[config.mk]
export PLATFORM = sky130hd
export DESIGN_NAME = flash_regbus_engine
export DESIGN_NICKNAME = d
export VERILOG_FILES = /design/src/rtl/flash_eng_pkg.sv /design/src/rtl/flash_eng_regs.sv /design/src/rtl/flash_eng_seq.sv /design/src/rtl/flash_regbus_engine.sv
export SDC_FILE = /design/constraint.sdc
export NUM_CORES = 1
export LEC_CHECK = 0
export ABC_AREA = 1
export BUFFER_PORTS_ARGS = -buffer_cell sky130_fd_sc_hd__buf_2
export CAP_MARGIN = 20
export CORE_AREA = 2 2 73 89
export CTS_BUF_LIST = sky130_fd_sc_hd__clkbuf_4 sky130_fd_sc_hd__clkbuf_8 sky130_fd_sc_hd__clkbuf_16
export DETAILED_ROUTE_END_ITERATION = 10
export DIE_AREA = 0 0 75 91
export PLACE_DENSITY = 0.83
export SYNTH_ARGS = -nofsm -noshare
export SYNTH_HDL_FRONTEND = slang
export SYNTH_SLANG_ARGS = --single-unit
export TNS_END_PERCENT = 5
[constraint.sdc]
create_clock -name clk -period 3.7 [get_ports clk]
set_input_delay 0.74 -clock clk [delete_from_list [all_inputs] [get_ports clk]]
set_output_delay 0.74 -clock clk [all_outputs]
set_load 0.01 [all_outputs]
[src/rtl/flash_eng_pkg.sv]
package flash_eng_pkg;
  localparam int BUS_W       = 32;
  localparam int CTRL_GO_BIT = 25;
  localparam int CTRL_RD_BIT = 24;

  typedef enum logic [2:0] {
    FS_IDLE,
    FS_WSETUP,
    FS_WPULSE,
    FS_WHOLD,
    FS_RACCESS,
    FS_DONE
  } fseq_state_t;
endpackage

[src/rtl/flash_eng_regs.sv]
module flash_eng_regs
  import flash_eng_pkg::*;
#(
  parameter int AW = 19,
  parameter int DW = 8
) (
  input  logic             clk,
  input  logic             rst,
  input  logic             bus_sel,
  input  logic             bus_we,
  input  logic             bus_addr,
  input  logic [BUS_W-1:0] bus_wdata,
  output logic [BUS_W-1:0] bus_rdata,
  output logic             start_o,
  output logic [AW-1:0]    start_addr_o,
  output logic             start_rd_o,
  output logic [DW-1:0]    wr_byte_o,
  input  logic             done_i,
  input  logic             done_rd_i,
  input  logic [DW-1:0]    rd_byte_i
);
  logic          busy_q;
  logic [AW-1:0] addr_q;
  logic          rd_q;
  logic [DW-1:0] data_q;
  logic          wr_ctrl, wr_data;
  logic          wdata_unused;

  assign wr_ctrl = bus_sel && bus_we && !bus_addr;
  assign wr_data = bus_sel && bus_we && bus_addr;
  assign wdata_unused = ^{bus_wdata[BUS_W-1:CTRL_GO_BIT+1], bus_wdata[CTRL_RD_BIT-1:AW]};

  // A go request is honoured only while idle
  assign start_o      = wr_ctrl && bus_wdata[CTRL_GO_BIT] && !busy_q;
  assign start_addr_o = bus_wdata[AW-1:0];
  assign start_rd_o   = bus_wdata[CTRL_RD_BIT];
  assign wr_byte_o    = data_q;

  always_ff @(posedge clk) begin
    if (rst) begin
      busy_q <= 1'b0;
      addr_q <= '0;
      rd_q   <= 1'b0;
      data_q <= '0;
    end else begin
      if (!busy_q) begin
        if (wr_ctrl) begin
          addr_q <= bus_wdata[AW-1:0];
          rd_q   <= bus_wdata[CTRL_RD_BIT];
        end
        if (wr_data) data_q <= bus_wdata[DW-1:0];
      end
      if (start_o)     busy_q <= 1'b1;
      else if (done_i) busy_q <= 1'b0;
      if (done_i && done_rd_i) data_q <= rd_byte_i;
    end
  end

  always_comb begin
    bus_rdata = '0;
    if (!bus_addr) begin
      bus_rdata[AW-1:0]        = addr_q;
      bus_rdata[CTRL_RD_BIT]   = rd_q;
      bus_rdata[CTRL_GO_BIT]   = busy_q;
    end else begin
      bus_rdata[DW-1:0] = data_q;
    end
  end

  AST_START_SETS_BUSY: assert property (@(posedge clk) disable iff (rst)
    start_o |=> busy_q);
  AST_ADDR_FROZEN: assert property (@(posedge clk) disable iff (rst)
    (busy_q && wr_ctrl) |=> $stable(addr_q));
  AST_DATA_FROZEN: assert property (@(posedge clk) disable iff (rst)
    (busy_q && !done_i) |=> $stable(data_q));
endmodule

[src/rtl/flash_eng_seq.sv]
module flash_eng_seq
  import flash_eng_pkg::*;
#(
  parameter int AW         = 19,
  parameter int DW         = 8,
  parameter int SETUP_CLKS = 1,
  parameter int WE_CLKS    = 3,
  parameter int HOLD_CLKS  = 1,
  parameter int RD_CLKS    = 4
) (
  input  logic          clk,
  input  logic          rst,
  input  logic          start_i,
  input  logic [AW-1:0] start_addr_i,
  input  logic          start_rd_i,
  input  logic [DW-1:0] wr_byte_i,
  output logic          done_o,
  output logic          done_rd_o,
  output logic [DW-1:0] rd_byte_o,
  output logic [AW-1:0] fl_addr,
  output logic [DW-1:0] fl_dq_o,
  input  logic [DW-1:0] fl_dq_i,
  output logic          fl_dq_oe,
  output logic          fl_ce_n,
  output logic          fl_oe_n,
  output logic          fl_we_n
);
  localparam int MAX_A = (SETUP_CLKS > WE_CLKS) ? SETUP_CLKS : WE_CLKS;
  localparam int MAX_B = (HOLD_CLKS > RD_CLKS) ? HOLD_CLKS : RD_CLKS;
  localparam int MAXC  = (MAX_A > MAX_B) ? MAX_A : MAX_B;
  localparam int CNT_W = $clog2(MAXC + 1);
  localparam logic [CNT_W-1:0] LD_SETUP = CNT_W'(SETUP_CLKS - 1);
  localparam logic [CNT_W-1:0] LD_WE    = CNT_W'(WE_CLKS - 1);
  localparam logic [CNT_W-1:0] LD_HOLD  = CNT_W'(HOLD_CLKS - 1);
  localparam logic [CNT_W-1:0] LD_RD    = CNT_W'(RD_CLKS - 1);

  fseq_state_t      state_q;
  logic [CNT_W-1:0] cnt_q;
  logic [AW-1:0]    addr_q;
  logic             rd_q;
  logic [DW-1:0]    wbyte_q;
  logic [DW-1:0]    cap_q;
  logic             cnt_end;

  assign cnt_end = (cnt_q == '0);

  always_ff @(posedge clk) begin
    if (rst) begin
      state_q <= FS_IDLE;
      cnt_q   <= '0;
      addr_q  <= '0;
      rd_q    <= 1'b0;
      wbyte_q <= '0;
      cap_q   <= '0;
    end else begin
      case (state_q)
        FS_IDLE: if (start_i) begin
          addr_q  <= start_addr_i;
          rd_q    <= start_rd_i;
          wbyte_q <= wr_byte_i;
          if (start_rd_i) begin
            state_q <= FS_RACCESS;
            cnt_q   <= LD_RD;
          end else begin
            state_q <= FS_WSETUP;
            cnt_q   <= LD_SETUP;
          end
        end
        FS_WSETUP: if (cnt_end) begin
          state_q <= FS_WPULSE;
          cnt_q   <= LD_WE;
        end else cnt_q <= cnt_q - 1'b1;
        FS_WPULSE: if (cnt_end) begin
          state_q <= FS_WHOLD;
          cnt_q   <= LD_HOLD;
        end else cnt_q <= cnt_q - 1'b1;
        FS_WHOLD: if (cnt_end) state_q <= FS_DONE;
                  else cnt_q <= cnt_q - 1'b1;
        FS_RACCESS: if (cnt_end) begin
          cap_q   <= fl_dq_i;
          state_q <= FS_DONE;
        end else cnt_q <= cnt_q - 1'b1;
        FS_DONE: state_q <= FS_IDLE;
        default: state_q <= FS_IDLE;
      endcase
    end
  end

  // Pin decode from the registered state
  logic in_write;
  assign in_write  = (state_q == FS_WSETUP) || (state_q == FS_WPULSE) || (state_q == FS_WHOLD);
  assign fl_ce_n   = !(in_write || (state_q == FS_RACCESS));
  assign fl_oe_n   = (state_q != FS_RACCESS);
  assign fl_we_n   = (state_q != FS_WPULSE);
  assign fl_dq_oe  = in_write;
  assign fl_dq_o   = wbyte_q;
  assign fl_addr   = addr_q;
  assign done_o    = (state_q == FS_DONE);
  assign done_rd_o = rd_q;
  assign rd_byte_o = cap_q;

  AST_WE_UNDER_CE: assert property (@(posedge clk) disable iff (rst)
    !fl_we_n |-> !fl_ce_n);
  AST_WE_DRIVES_DQ: assert property (@(posedge clk) disable iff (rst)
    !fl_we_n |-> fl_dq_oe);
  AST_DQ_AFTER_WE: assert property (@(posedge clk) disable iff (rst)
    $rose(fl_we_n) |-> fl_dq_oe);
  AST_OE_NOT_DRIVEN: assert property (@(posedge clk) disable iff (rst)
    !fl_oe_n |-> (!fl_dq_oe && fl_we_n));
  AST_START_ONLY_IDLE: assert property (@(posedge clk) disable iff (rst)
    start_i |-> (state_q == FS_IDLE));
  AST_RESET_IDLE: assert property (@(posedge clk)
    $past(rst) |-> (fl_ce_n && fl_oe_n && fl_we_n && !fl_dq_oe));
endmodule

[src/rtl/flash_regbus_engine.sv]
module flash_regbus_engine
  import flash_eng_pkg::*;
#(
  parameter int ADDR_W     = 19,
  parameter int DATA_W     = 8,
  parameter int SETUP_CLKS = 1,
  parameter int WE_CLKS    = 3,
  parameter int HOLD_CLKS  = 1,
  parameter int RD_CLKS    = 4
) (
  input  logic              clk,
  input  logic              rst,
  input  logic              bus_sel,
  input  logic              bus_we,
  input  logic              bus_addr,
  input  logic [31:0]       bus_wdata,
  output logic [31:0]       bus_rdata,
  output logic [ADDR_W-1:0] fl_addr,
  output logic [DATA_W-1:0] fl_dq_o,
  input  logic [DATA_W-1:0] fl_dq_i,
  output logic              fl_dq_oe,
  output logic              fl_ce_n,
  output logic              fl_oe_n,
  output logic              fl_we_n
);
  logic              start;
  logic [ADDR_W-1:0] start_addr;
  logic              start_rd;
  logic [DATA_W-1:0] wr_byte;
  logic              done;
  logic              done_rd;
  logic [DATA_W-1:0] rd_byte;

  flash_eng_regs #(.AW(ADDR_W), .DW(DATA_W)) i_regs (
    .clk(clk), .rst(rst),
    .bus_sel(bus_sel), .bus_we(bus_we), .bus_addr(bus_addr),
    .bus_wdata(bus_wdata), .bus_rdata(bus_rdata),
    .start_o(start), .start_addr_o(start_addr), .start_rd_o(start_rd),
    .wr_byte_o(wr_byte),
    .done_i(done), .done_rd_i(done_rd), .rd_byte_i(rd_byte)
  );

  flash_eng_seq #(
    .AW(ADDR_W), .DW(DATA_W), .SETUP_CLKS(SETUP_CLKS),
    .WE_CLKS(WE_CLKS), .HOLD_CLKS(HOLD_CLKS), .RD_CLKS(RD_CLKS)
  ) i_seq (
    .clk(clk), .rst(rst),
    .start_i(start), .start_addr_i(start_addr), .start_rd_i(start_rd),
    .wr_byte_i(wr_byte),
    .done_o(done), .done_rd_o(done_rd), .rd_byte_o(rd_byte),
    .fl_addr(fl_addr), .fl_dq_o(fl_dq_o), .fl_dq_i(fl_dq_i),
    .fl_dq_oe(fl_dq_oe), .fl_ce_n(fl_ce_n), .fl_oe_n(fl_oe_n), .fl_we_n(fl_we_n)
  );
endmodule

Word-level counts from Yosys, hierarchy flattened
Index checks and enable logic that the tools add are counted.
{"block": "op_classes", "eq_ne": 13, "muxes": 20, "n_bitwise": 1, "addsub": 1, "reduce_logical": 24}
{"operator": "$mux 8", "count": 4}
{"operator": "$mux 3", "count": 9}
{"operator": "$pmux 3 s4", "count": 2}
{"operator": "$mux 11", "count": 1}
{"operator": "$reduce_and 2->1", "count": 4}
{"operator": "$eq 3x2->1 const B", "count": 2}
{"operator": "$eq 3x3->1 const B", "count": 2}
{"operator": "$logic_and 1x1->1", "count": 6}
{"operator": "$logic_not 3->1", "count": 2}
{"operator": "$ne 2x1->1 const B", "count": 3}
{"operator": "$ne 2x2->1 const B", "count": 3}
{"operator": "$mux 2", "count": 2}
{"operator": "$reduce_and 4->1", "count": 1}
{"operator": "$reduce_bool 2->1", "count": 2}
{"operator": "$reduce_bool 4->1", "count": 1}
{"operator": "$eq 3x1->1 const B", "count": 1}
{"operator": "$logic_not 1->1", "count": 3}
{"operator": "$logic_or 1x1->1", "count": 3}
{"operator": "$ne 3x2->1 const B", "count": 1}
{"operator": "$ne 3x3->1 const B", "count": 1}
{"operator": "$reduce_and 3->1", "count": 1}
{"operator": "$sub 3x1->3 const B", "count": 1}
{"operator": "$mux 1", "count": 2}
{"operator": "$reduce_or 2->1", "count": 1}
{"operator": "$not 1->1", "count": 1}
{"block": "word_totals", "out_inout_bits": 63, "word_cells": 69, "in_bits": 45, "reg_bits": 71}

Logic depth before layout (Yosys ltp)
Gate-level depths: netlist of run 1.
{"block": "depth", "depth_word": 6, "ltp_mapped": 11, "mapped_depth_nobuf": 11}

Hierarchy
From an unflattened synthesis of run 1, not the netlist that was laid out.
{"block": "unflattened", "cells_unflattened": 502, "area_unflattened_um2": 3432.0}
{"mod": "flash_eng_seq", "cells_per_inst": 245, "area_each_um2": 1752.9, "seq_area_each_um2": 840.8, "n_inst": 1}
{"mod": "flash_eng_regs", "cells_per_inst": 257, "area_each_um2": 1679.1, "seq_area_each_um2": 580.6, "n_inst": 1}

Worst setup path before layout of run 1
OpenSTA, ideal clock, no wires.
{"block": "synth_path", "path_type": "input port to output port", "from": "in bus_addr", "to": "out bus_rdata[0]", "required_ns": 2.960, "stages": 3, "n_path_buf": 1, "path_slack_ns": 1.788, "arrival_time_ns": 1.172, "cell_sequence": "clkbuf_1 -> nand2_1 -> nand2_1"}
{"block": "synth_between", "elab_chain_cells": 1}
{"element": "start: declaration", "line": "flash_regbus_engine.sv:15", "source": "input logic bus_addr,"}
{"element": "$mux 8", "line": "flash_eng_regs.sv:61", "source": "if (!bus_addr) begin"}
{"element": "end: declaration", "line": "flash_regbus_engine.sv:17", "source": "output logic [31:0] bus_rdata,"}
Every way passes these cells.

Worst setup path in the final report of run 1
{"block": "layout_path", "from": "in bus_addr", "to": "out bus_rdata[7]"}
Same word-level chain as after synthesis.

==> results.md, run 1 <==
- R2R cell count: 7
- Tcrit/Tclk final: about two thirds
- Hold path endpoint: i_regs.addr_q[13]$_SDFFE_PP0P_
- Largest fanout on the critical path: 24
- Clock transition at path regs: 0.07 ns
- Post-Synth Adder-Cell Area: 0.7981%
- Width of the die: 75 um
- Vias: 2998
- Fin cells: 611
- First-pass GRT wire length: 11830 um
- YS warnings: 0
- Fraction of registers with async set/reset: 0%
- Max-cap violations: 0
- Proportion of layout cells with a drive suffix above 1: a little under a quarter
- P&R area growth vs syn: 19.19%
- Final Hold Viols: 0
- Drt first pass iters: 4
- Arr. time, crit path: 1.71 ns
- Relative slew slack: between 40% and 50%
- Setup TNS Final: 0 ns
- DRC violations left: 0
- Cell variety after synth: 25
- Worst hold path class: flop to flop
- Status: completed
- Simple-Gate Fraction of Synth Area: 27.81%
- GP Congestion: slightly below 0.9
- Mapped Avg Cell Area: between 6 and 7 sq um
- # fillers: 558
- Hold_buf cts: 0
- Power per cell area: roughly 580 nW/um^2
- Max Slew Vio Count: 0
- Total Wirelength: 7171 um
- Startpoint types: input port
- Mapped cell area: 3136 sq um
- DR WL/cell: approximately 12 um
- PortBufs: 85
- Placed insts: 595
- Combinational family with the most area after synthesis: simple AND/OR/NAND/NOR gates
- Rows: 31
- Worst path required time: 2.96 ns
- Max Freq: 0.4087 GHz
- Post-synthesis cell count: 448
- Reg2Reg Capture Point: i_seq.fl_addr[4]$_SDFFE_PP0P_
- Area contributors post-synth: dfxtp_1 (45%), nor2_1 (12%), nand2_1 (9.2%)
- Initial antenna violation count: 0
- Io pins: 108
- Leading cell type by number of instances after synthesis: nor2_1
- Half-perimeter wire length after placement: 5123 um
- Measured slew at the worst slew-check pin: 0.8695 ns
- Area share of the largest cell type after synthesis: a little under half
- # Post-CTS Setup Buffers: 0
- Die area: about 6800 sq um
- Critical path type: input port to primary output
- Post-route ant nets: 0
- Min Tclk post-route: 2.447 ns
- Total CTS buffers: 9
- Clock H-tree levels: 3
- Post-CTS sizing: 0
- Worst-case clock buffer depth: 2
- Vias in the first global route: 2686
- Hold path startpoint: i_regs.addr_q[13]$_SDFFE_PP0P_
- RSZ-0062 raised after global routing: no
- Via density: 4.907
- Root Buffer: clkbuf_8
- Core area: just under 6000 sq um
- Clock Latency Late Sink: 0.34 ns
- ANT cells: 0
- Post-synthesis mux area share: 0%
- Starting density of the core: 52.84%
- Largest net degree at the start of global routing: 64
- Leak: 1.807 nW
- TritonCTS clock tree: built
- Grt ovf: 0
- Seq cells post-synth: 71
- Ys flop type: dfxtp_1
- Top post-synthesis cells by count: nor2_1 (101), nand2_1 (77), dfxtp_1 (71)
- Total GRT Usage: 22.30%
- Hold Crit Depth: 2
- 1st-iter DRT viols: between 100 and 150
- Critical R2R Launch: i_regs.busy_q$_SDFFE_PP0P_
- Compound-Gate Fraction of Synth Area: 14.45%
- Peak VDD IR: approximately 0.40 mV
- Final net count: ~570
- Total power: 0.002150 W
- Synth Area in XOR/XNOR: 0%
- Crit. Startpoint: bus_addr
- Clock Skews: 0.006240 ns
- Setup slack, reg-to-reg: 1.71 ns
- Sequential share of the synthesized area: 45.33%
- Clk sinks: 71
- Yosys top cell by area: dfxtp_1
- Critical Path Sink Type: primary output
- Die Ht: 91 um
- Finish-stage setup viols: 0
- Post-synth EDFFs: 0
registers in the layout, indices dropped and copies added (netlist names):
name and count:
i_regs.busy_q 1, i_seq.state_q 3, i_seq.fl_addr 19, i_regs.wr_byte_o 8
i_regs.addr_q 19, i_regs.rd_q 1, i_seq.rd_byte_o 8, i_seq.fl_dq_o 8
i_seq.done_rd_o 1, i_seq.cnt_q 3
how the worst max path moves through the flow:
stage / endpoint
after floorplan: bus_rdata[0]
after global placement: i_seq.fl_addr[2]$_SDFFE_PP0P_
after detailed placement: i_seq.fl_addr[4]$_SDFFE_PP0P_
after CTS: bus_rdata[7]
after global routing: i_seq.fl_addr[4]$_SDFFE_PP0P_
final: bus_rdata[7]
cells by family (layout without fill, tap and decap cells):
family	Yosys count	after routing
AOI/OAI and AO/OA	90	90
buffers and inverters	73	144
adders and majority gates	2	2
DFF	71	71
and+or+nand+nor	211	211
other	1	11
cell usage in the layout, fill, tap and decap left out, drive strengths merged:
cell | synthesis | layout
nand3b | 1 | 1
nand2 | 81 | 81
inv | 41 | 41
ha | 2 | 2
nand3 | 21 | 21
clkinv | 1 | 3
o21ai | 63 | 63
a22oi | 1 | 1
dfxtp | 71 | 71
bufinv | 0 | 2
conb | 1 | 11
clkbuf | 12 | 11
nand4 | 2 | 2
a21oi | 26 | 26
clkinvlp | 0 | 1
buf | 19 | 86
nor2 | 106 | 106
power breakdown:
| group | switching, W | internal, W |
|---|---|---|
| clock | 0.000288 | 0.000406 |
| sequential | 0.0000515 | 0.000840 |
| combinational | 0.000368 | 0.000197 |
| total | 0.000708 | 0.00144 |
routing by layer:
layer  vias to the layer above  wire [um]  global-route usage, %
met2                       115       3374                  34.21
met1                      1327       3078                  27.74
met3                        11        594                  6.659
met5                         -          0                      0
met4                         0        124                  11.31
li1                       1545          -                      -
area by class of cell:
class	instances	area, sq um	share of cell area [%]
Clock buffer	11	145.1	3.883
Clock inverter	5	81.33	2.176
Inverter	42	162.7	4.352
Multi-Input combinational cell	314	1391	37.23
Sequential cell	71	1421	38.03
Tap cell	82	102.6	2.745
Timing Repair Buffer	86	432.9	11.58
worst max-delay path: stages:
cell     delay (ns)
buf_2          0.38
inv_1          0.25
nand2_1        0.11
nand2_1        0.08
buf_2          0.14
metrics by stage:
step / area, sq um / worst slack, ns / hold slack [ns] / utilization [%]
after floorplan: 3173 / 1.788 / 0.4298 / -
after global placement: 3511 / 0.9935 / 0.4422 / 59.16
after detailed placement: 3511 / 0.9219 / 0.4458 / 59.16
after CTS: 3737 / 1.266 / 0.4560 / 62.98
after global routing: 3737 / 1.087 / 0.4761 / 62.98
final: 3737 / 1.253 / 0.4541 / 62.98
Note: power is estimated with default switching activity, not from simulation.
==> inputs of run 2 (changes only) <==
--- a/config.mk
+++ b/config.mk
@@ -5,14 +5,14 @@
 export SDC_FILE = /design/constraint.sdc
 export NUM_CORES = 1
 export LEC_CHECK = 0
-export ABC_AREA = 1
+export ABC_AREA = 0
 export BUFFER_PORTS_ARGS = -buffer_cell sky130_fd_sc_hd__buf_2
 export CAP_MARGIN = 20
-export CORE_AREA = 2 2 73 89
+export CORE_AREA = 2 2 75 92
 export CTS_BUF_LIST = sky130_fd_sc_hd__clkbuf_4 sky130_fd_sc_hd__clkbuf_8 sky130_fd_sc_hd__clkbuf_16
 export DETAILED_ROUTE_END_ITERATION = 10
-export DIE_AREA = 0 0 75 91
-export PLACE_DENSITY = 0.83
+export DIE_AREA = 0 0 77 94
+export PLACE_DENSITY = 0.78
 export SYNTH_ARGS = -nofsm -noshare
 export SYNTH_HDL_FRONTEND = slang
 export SYNTH_SLANG_ARGS = --single-unit
==> constraint.sdc (replaced) <==
create_clock -name clk -period 2.4 [get_ports clk]
set_input_delay 0.48 -clock clk [delete_from_list [all_inputs] [get_ports clk]]
set_output_delay 0.48 -clock clk [all_outputs]
set_load 0.01 [all_outputs]
==> results.md, run 2 <==
- Post-synth EDFFs: 0 (unchanged)
- Peak VDD IR: 0.7380 mV (was 0.4032 mV)
- ANT cells: 0 (unchanged)
- Post-CTS sizing: 0 (unchanged)
- DRC violations left: 0 (unchanged)
- Sw frac: 31.55% (was 32.92%)
- Slowest stage delay, CP: 0.66 ns (was 0.38 ns)
- GP Congestion: 0.8089 (was 0.8741)
- Hold_buf cts: 0 (unchanged)
- Half-perimeter wire length after placement: 5093 um (was 5123 um)
- Final Hold Viols: 0 (unchanged)
- Die area: 7238 sq um (was 6825 sq um)
- Mapped cell area: 3090 sq um (was 3136 sq um)
- First-pass GRT wire length: 11350 um (was 11830 um)
- Mapped Avg Cell Area: 8.198 sq um (was 6.999 sq um)
- Area contributors post-synth: dfxtp_1 (46%), nand2_1 (13%), a21oi_1 (8.7%) (was dfxtp_1 (45%), nor2_1 (12%), nand2_1 (9.2%))
- Hold path startpoint: fl_dq_i[0] (was i_regs.addr_q[13]$_SDFFE_PP0P_)
- Max Slew Vio Count: 0 (unchanged)
- Max Freq: 0.4659 GHz
- Critical path type: flop to primary output (was input port to primary output)
- Width of the die: 77 um (was 75 um)
- Int Pwr: 0.002018 W (was 0.001442 W)
- Largest net degree at the start of global routing: 58 (was 64)
- # Post-CTS Setup Buffers: 0 (unchanged)
- CP dominant cell by count: nand2_1
- Root Buffer: clkbuf_8 (unchanged)
- Top post-synthesis cells by count: nand2_1 (107), dfxtp_1 (71), a21oi_1 (54) (was nor2_1 (101), nand2_1 (77), dfxtp_1 (71))
- Clk sinks: 71 (unchanged)
- Total CTS buffers: 9 (unchanged)
- YS warnings: 0 (unchanged)
- Commonest non-fill, non-tap cell in the layout: nand2_1 (was nor2_1)
- Startpoint types: flop (was input port)
- Io pins: 108 (unchanged)
- Clock transition at path regs: 0.08 ns (was 0.07 ns)
- Rows: 32 (was 31)
- Reg power frac: 45.4% (was 41.4%)
- Setup slack, reg-to-reg: 0.70 ns (was 1.71 ns)
- Leak: 1.683 nW (was 1.807 nW)
- Post-synthesis cell count: 377 (was 448)
- Arr. time, crit path: 1.67 ns (was 1.71 ns)
- Measured slew at the worst slew-check pin: 0.5339 ns (was 0.8695 ns)
- Finish-stage setup viols: 0 (unchanged)
- R2R cell count: 6 (was 7)
- CP Cell Sequence: inv_1, nand2_1, nand2_1, buf_2 (was buf_2, inv_1, nand2_1, nand2_1, buf_2)
- Core area: 6326 sq um (was 5934 sq um)
- Most frequent cells in the layout: nand2_1 (107), buf_2 (85), dfxtp_1 (71) (was nor2_1 (101), buf_2 (85), nand2_1 (77))
- PortBufs: 85 (unchanged)
- Status: completed (unchanged)
- 1st-iter DRT viols: 197 (was 142)
- Starting density of the core: 48.85% (was 52.84%)
- Initial antenna violation count: 0 (unchanged)
- Clock Skews: 0.007249 ns (was 0.006240 ns)
- Critical path's slowest cell: dfxtp_1 (was buf_2)
- Area share of the largest cell type after synthesis: 45.99% (was 45.33%)
- Die Ht: 94 um (was 91 um)
- Hold path endpoint: i_seq.rd_byte_o[0]$_SDFFE_PP0P_ (was i_regs.addr_q[13]$_SDFFE_PP0P_)
- Tcrit/Tclk final: between 80 and 90%
- Vias: 2776 (was 2998)
- Area occupied by multi-input gates: 1499 sq um (was 1391 sq um)
- Final net count: 501 (was 571)
- Sequential share of the synthesized area: 45.99% (was 45.33%)
- Seq cells post-synth: 71 (unchanged)
- Switching power: 0.0009298 W (was 0.0007079 W)
- RSZ-0062 raised after global routing: no (unchanged)
- Max-cap violations: 0 (unchanged)
- Storage element area: 1421 sq um (unchanged)
- Largest fanout on the critical path: 18 (was 24)
- DR WL/cell: 13.14 um (was 11.74 um)
- Power per cell area: 792.1 nW/um^2 (was 575.3 nW/um^2)
- Fraction of registers with async set/reset: 0% (unchanged)
- Ys flop type: dfxtp_1 (unchanged)
- Grt ovf: 0 (unchanged)
- Worst-case clock buffer depth: 2 (unchanged)
- Reg2Reg Capture Point: i_seq.rd_byte_o[6]$_SDFFE_PP0P_ (was i_seq.fl_addr[4]$_SDFFE_PP0P_)
- TritonCTS clock tree: built (unchanged)
- Clock network fraction of total power: 31.8% (was 32.3%)
- Critical R2R Launch: i_seq.cnt_q[0]$_SDFFE_PP0P_ (was i_regs.busy_q$_SDFFE_PP0P_)
- Setup TNS Final: 0 ns (unchanged)
- Via density: 5.103 (was 4.907)
- P&R area growth vs syn: 20.40% (was 19.19%)
- Hold Crit Depth: 3 (was 2)
- Yosys top cell by area: dfxtp_1 (unchanged)
- # fillers: 594 (was 558)
- Total Wirelength: 7150 um (was 7171 um)
- Clock H-tree levels: 3 (unchanged)
- Post-route ant nets: 0 (unchanged)
- Cell variety after synth: 38 (was 25)
- Logic pwr share: 22.8% (was 26.3%)
- Total GRT Usage: 19.94% (was 22.30%)
- Min Tclk post-route: 2.147 ns
- Vias in the first global route: 2473 (was 2686)
- Proportion of layout cells with a drive suffix above 1: 26.58% (was 22.68%)
- Worst hold path class: input port to flop (was flop to flop)
- Leading cell type by number of instances after synthesis: nand2_1 (was nor2_1)
- Clock Latency Late Sink: 0.34 ns (about the same)
- Relative slew slack: 64.36% (was 41.95%)
- Drt first pass iters: 5 (was 4)
- Critical Path Sink Type: primary output (unchanged)
- Final Util: 58.82% (was 62.98%)
- Worst path required time: 1.92 ns (was 2.96 ns)
[run 2: cell types whose count changed after synthesis, moves of 8 or more]
cell / change
a21oi_1: +28
o21ai_1: -27
o21ai_0: -29
inv_1: -30
nor2b_1: +15
mux2i_1: +16
nor2_1: -79
nand2_1: +30
nand3_1: -17
mux2_2: +8
a211oi_1: +9
[run 2: layout make-up]
cell class                      count  area share (%)
Multi-Input combinational cell    277           40.28
Clock inverter                      7           1.950
Inverter                            4          0.4035
Timing Repair Buffer               91           12.98
Tap cell                           85           2.858
Sequential cell                    71           38.20
Clock buffer                        9           3.329
[run 2: worst max path at each step]
stage / end / slack, ns / from / depth (start not counted)
2_1_floorplan: bus_rdata[0] / 0.74 / bus_addr / 2
3_3_place_gp: i_seq.fl_dq_o[1]$_SDFFE_PP0P_ / 0.47 / bus_addr / 6
3_5_place_dp: i_seq.fl_dq_o[6]$_SDFFE_PP0P_ / 0.42 / bus_addr / 6
4_1_cts: fl_ce_n / 0.25 / i_seq.state_q[2]$_SDFFE_PP0P_ / 4
5_1_grt: fl_ce_n / 0.15 / i_seq.state_q[2]$_SDFFE_PP0P_ / 4
6_report: fl_ce_n / 0.25 / i_seq.state_q[2]$_SDFFE_PP0P_ / 4
[run 2: per-stage QoR]
stage,cell area [sq um],std cells,worst slack [ns],hold WS (ns),power (W)
2_1_floorplan,3128,387,0.7432,0.4318,0.001872
3_3_place_gp,3525,528,0.4654,0.4392,0.002014
5_1_grt,3721,544,0.1458,0.3754,0.003112
4_1_cts,3721,544,0.2508,0.3594,0.002970
3_5_place_dp,3525,528,0.4245,0.4439,0.002033
6_report,3721,544,0.2535,0.3729,0.002947
[run 2: cell families (layout without fill, tap and decap cells)]
| family | after synthesis | in the layout | synth area share [%] |
|---|---|---|---|
| simple gates | 158 | 158 | 22.59 |
| compound gates | 80 | 80 | 15.06 |
| flops | 71 | 71 | 45.99 |
| buf+inv | 39 | 111 | 6.721 |
| mux | 24 | 24 | 8.097 |
| fa+ha+maj | 3 | 3 | 1.133 |
| other cells | 1 | 11 | 0.1213 |
| xor+xnor | 1 | 1 | 0.2835 |
[run 2: power by group through the flow]
| stage | registers, W | clock network, W | logic, W |
|---|---|---|---|
| 2_1_floorplan | 0.00132 | 0 | 0.000553 |
| 3_3_place_gp | 0.00136 | 0 | 0.000651 |
| 3_5_place_dp | 0.00136 | 0 | 0.000668 |
| 4_1_cts | 0.00134 | 0.000962 | 0.000671 |
| 5_1_grt | 0.00135 | 0.00102 | 0.000737 |
| 6_report | 0.00134 | 0.000938 | 0.000672 |
[run 2: critical path, delay by kind of cell, from the launching register on]
family	cells	cell delay (ns)
and+or+nand+nor	2	0.31
buffers and inverters	2	0.36
DFF	1	0.66
[run 2: routing by layer]
layer	global-route usage [%]	wire [um]	up-vias
met5	0	0	-
met1	24.30	3013	1278
li1	-	-	1385
met3	4.808	454	11
met2	34.06	3572	102
met4	7.738	109	0
==> inputs of run 3 (changes only) <==
--- a/config.mk
+++ b/config.mk
@@ -5,13 +5,13 @@
 export SDC_FILE = /design/constraint.sdc
 export NUM_CORES = 1
 export LEC_CHECK = 0
-export ABC_AREA = 0
+export ABC_AREA = 1
 export BUFFER_PORTS_ARGS = -buffer_cell sky130_fd_sc_hd__buf_2
 export CAP_MARGIN = 20
-export CORE_AREA = 2 2 75 92
+export CORE_AREA = 2 2 76 92
 export CTS_BUF_LIST = sky130_fd_sc_hd__clkbuf_4 sky130_fd_sc_hd__clkbuf_8 sky130_fd_sc_hd__clkbuf_16
 export DETAILED_ROUTE_END_ITERATION = 10
-export DIE_AREA = 0 0 77 94
+export DIE_AREA = 0 0 78 94
 export PLACE_DENSITY = 0.78
 export SYNTH_ARGS = -nofsm -noshare
 export SYNTH_HDL_FRONTEND = slang
==> constraint.sdc (replaced) <==
create_clock -name clk -period 2 [get_ports clk]
set_input_delay 0.4 -clock clk [delete_from_list [all_inputs] [get_ports clk]]
set_output_delay 0.4 -clock clk [all_outputs]
set_load 0.01 [all_outputs]
==> results.md, run 3 (same netlist as run 1, synthesis figures left out) <==
- Initial antenna violation count: 0 (unchanged)
- Routed wire length on met2: 3380 um (was 3572 um)
- Worst-case clock buffer depth: 2 (unchanged)
- DRC violations left: 0 (unchanged)
- DR WL/cell: 11.76 um (was 13.14 um)
- Placed insts: 604 (was 528)
- P&R area growth vs syn: 21.31% (was 20.40%)
- Max Freq: 0.5460 GHz
- Width of the die: 78 um (was 77 um)
- Clock Latency Late Sink: 0.34 ns (about the same)
- Die area: 7332 sq um (was 7238 sq um)
- Sw frac: 32.07% (was 31.55%)
- Io pins: 108 (unchanged)
- Root Buffer: clkbuf_8 (unchanged)
- Met3 WL post-DR: 414 um (was 454 um)
- Min Tclk post-route: 1.831 ns
- CP Cell Sequence: inv_2, nand2_1, nand2_1, inv_1, buf_2 (was inv_1, nand2_1, nand2_1, buf_2)
- Total power: 0.004098 W (was 0.002947 W)
- ANT cells: 0 (unchanged)
- Vias in the first global route: 2784 (was 2473)
- Reg power frac: 40.2% (was 45.4%)
- Arr. time, crit path: 1.43 ns (was 1.67 ns)
- PortBufs: 85 (unchanged)
- GP Congestion: 0.8307 (was 0.8089)
- Total Wirelength: 7282 um (was 7150 um)
- Proportion of layout cells with a drive suffix above 1: 23.41% (was 26.58%)
- Core area: 6406 sq um (was 6326 sq um)
- Power per cell area: 1077 nW/um^2 (was 792.1 nW/um^2)
- Rows: 32 (unchanged)
- Largest net degree at the start of global routing: 43 (was 58)
- Critical Path Sink Type: primary output (unchanged)
- Via density: 4.811 (was 5.103)
- Critical path type: flop to primary output (unchanged)
- Worst hold path class: input port to flop (unchanged)
- Hold path startpoint: fl_dq_i[7] (was fl_dq_i[0])
- Final Hold Viols: 0 (unchanged)
- Most frequent cells in the layout: nor2_1 (101), buf_2 (85), nand2_1 (77) (was nand2_1 (107), buf_2 (85), dfxtp_1 (71))
- Switching power: 0.001314 W (was 0.0009298 W)
- Total GRT Usage: 20.81% (was 19.94%)
- Int Pwr: 0.002784 W (was 0.002018 W)
- Largest fanout on the critical path: 9 (was 18)
- Starting density of the core: 48.95% (was 48.85%)
- Final Util: 59.38% (was 58.82%)
- Finish-stage setup viols: 0 (unchanged)
- Grt ovf: 0 (unchanged)
- Max Slew Vio Count: 0 (unchanged)
- Area occupied by multi-input gates: 1391 sq um (was 1499 sq um)
- Startpoint types: flop (unchanged)
- First-pass GRT wire length: 12090 um (was 11350 um)
- TritonCTS clock tree: built (unchanged)
- Setup TNS Final: 0 ns (unchanged)
- Status: completed (unchanged)
- Post-CTS sizing: 0 (unchanged)
- Clock Skews: 0.009634 ns (was 0.007249 ns)
- Commonest non-fill, non-tap cell in the layout: nor2_1 (was nand2_1)
- RSZ-0062 raised after global routing: no (unchanged)
- Die Ht: 94 um (unchanged)
- Logic pwr share: 25.7% (was 22.8%)
- Clock H-tree levels: 3 (unchanged)
- Total CTS buffers: 9 (unchanged)
- CP dominant cell by count: nand2_1 (unchanged)
- Half-perimeter wire length after placement: 5277 um (was 5093 um)
- Fin cells: 619 (was 544)
- Worst path required time: 1.60 ns (was 1.92 ns)
- Storage element area: 1421 sq um (unchanged)
- Worst slack at placement: 0.1298 ns (was 0.4245 ns)
- # Post-CTS Setup Buffers: 0 (unchanged)
- Final net count: 577 (was 501)
- Setup WS post-layout: 0.1687 ns (was 0.2535 ns)
- M1 wire length: 3325 um (was 3013 um)
- Leak: 1.839 nW (was 1.683 nW)
- Clock network fraction of total power: 34.2% (was 31.8%)
- Tcrit/Tclk final: 91.57%
- Clock transition at path regs: 0.07 ns (was 0.08 ns)
- Drt first pass iters: 4 (was 5)
- Slowest stage delay, CP: 0.51 ns (was 0.66 ns)
- # fillers: 594 (unchanged)
- Clk sinks: 71 (unchanged)
- Post-route ant nets: 0 (unchanged)
- Top layer reached by signal wires: met4 (unchanged)
- Critical path's slowest cell: dfxtp_1 (unchanged)
- Setup slack, reg-to-reg: 0.26 ns (was 0.70 ns)
- Critical R2R Launch: i_seq.state_q[0]$_SDFFE_PP0P_ (was i_seq.cnt_q[0]$_SDFFE_PP0P_)
- Crit. Startpoint: i_seq.state_q[2]$_SDFFE_PP0P_ (unchanged)
- Vias: 2978 (was 2776)
- 1st-iter DRT viols: 120 (was 197)
- Peak VDD IR: 0.4722 mV (was 0.7380 mV)
- Max-cap violations: 0 (unchanged)
- Hold_buf cts: 0 (unchanged)
## run 3: cell count changes in the layout (fill, tap and decap cells not counted), moves of 16 or more
cell | before | now
inv_1 | 4 | 34
o21ai_1 | 1 | 28
mux2i_1 | 16 | 0
o21ai_0 | 6 | 35
nand2_1 | 107 | 77
a21oi_1 | 54 | 26
nand3_1 | 2 | 19
nor2_1 | 22 | 101
## run 3: worst paths after layout
kind	end	cells past startpoint
setup reg to reg	i_seq.fl_addr[8]$_SDFFE_PP0P_	7
hold / removal	i_seq.rd_byte_o[7]$_SDFFE_PP0P_	3
hold reg to reg	i_seq.rd_byte_o[2]$_SDFFE_PP0P_	2
setup / recovery	fl_ce_n	5
## run 3: area by class of cell
| class | count | area share [%] |
|---|---|---|
| Inverter | 42 | 4.276 |
| Tap cell | 85 | 2.796 |
| Sequential cell | 71 | 37.37 |
| Clock inverter | 5 | 2.796 |
| Clock buffer | 10 | 3.618 |
| Timing Repair Buffer | 92 | 12.57 |
| Multi-Input combinational cell | 314 | 36.58 |
## run 3: layer usage
metal	global-route usage, %	vias up
met3	6.154	12
met4	10.09	0
met2	34.05	88
li1	-	1554
met5	0	-
met1	24.94	1324
## run 3: critical path, delay by kind of cell, from the launching register on
kind	cells	cell delay, ns
buffers and inverters	3	0.32
AND/OR/NAND/NOR	2	0.25
flip-flops	1	0.51
## run 3: stage by stage
stage / area [sq um] / hold slack, ns
after floorplan: 3173 / 0.4298
after global placement: 3560 / 0.4398
after detailed placement: 3560 / 0.4460
after CTS: 3804 / 0.2688
after global routing: 3804 / 0.2714
final: 3804 / 0.2826
## run 3: power groups by stage
stage	sequential, W	combinational, W	clock, W
after floorplan	0.00166	0.000805	0
after global placement	0.00167	0.00102	0
after detailed placement	0.00168	0.00105	0
after CTS	0.00165	0.00106	0.00142
after global routing	0.00166	0.00122	0.00149
final	0.00165	0.00105	0.00140
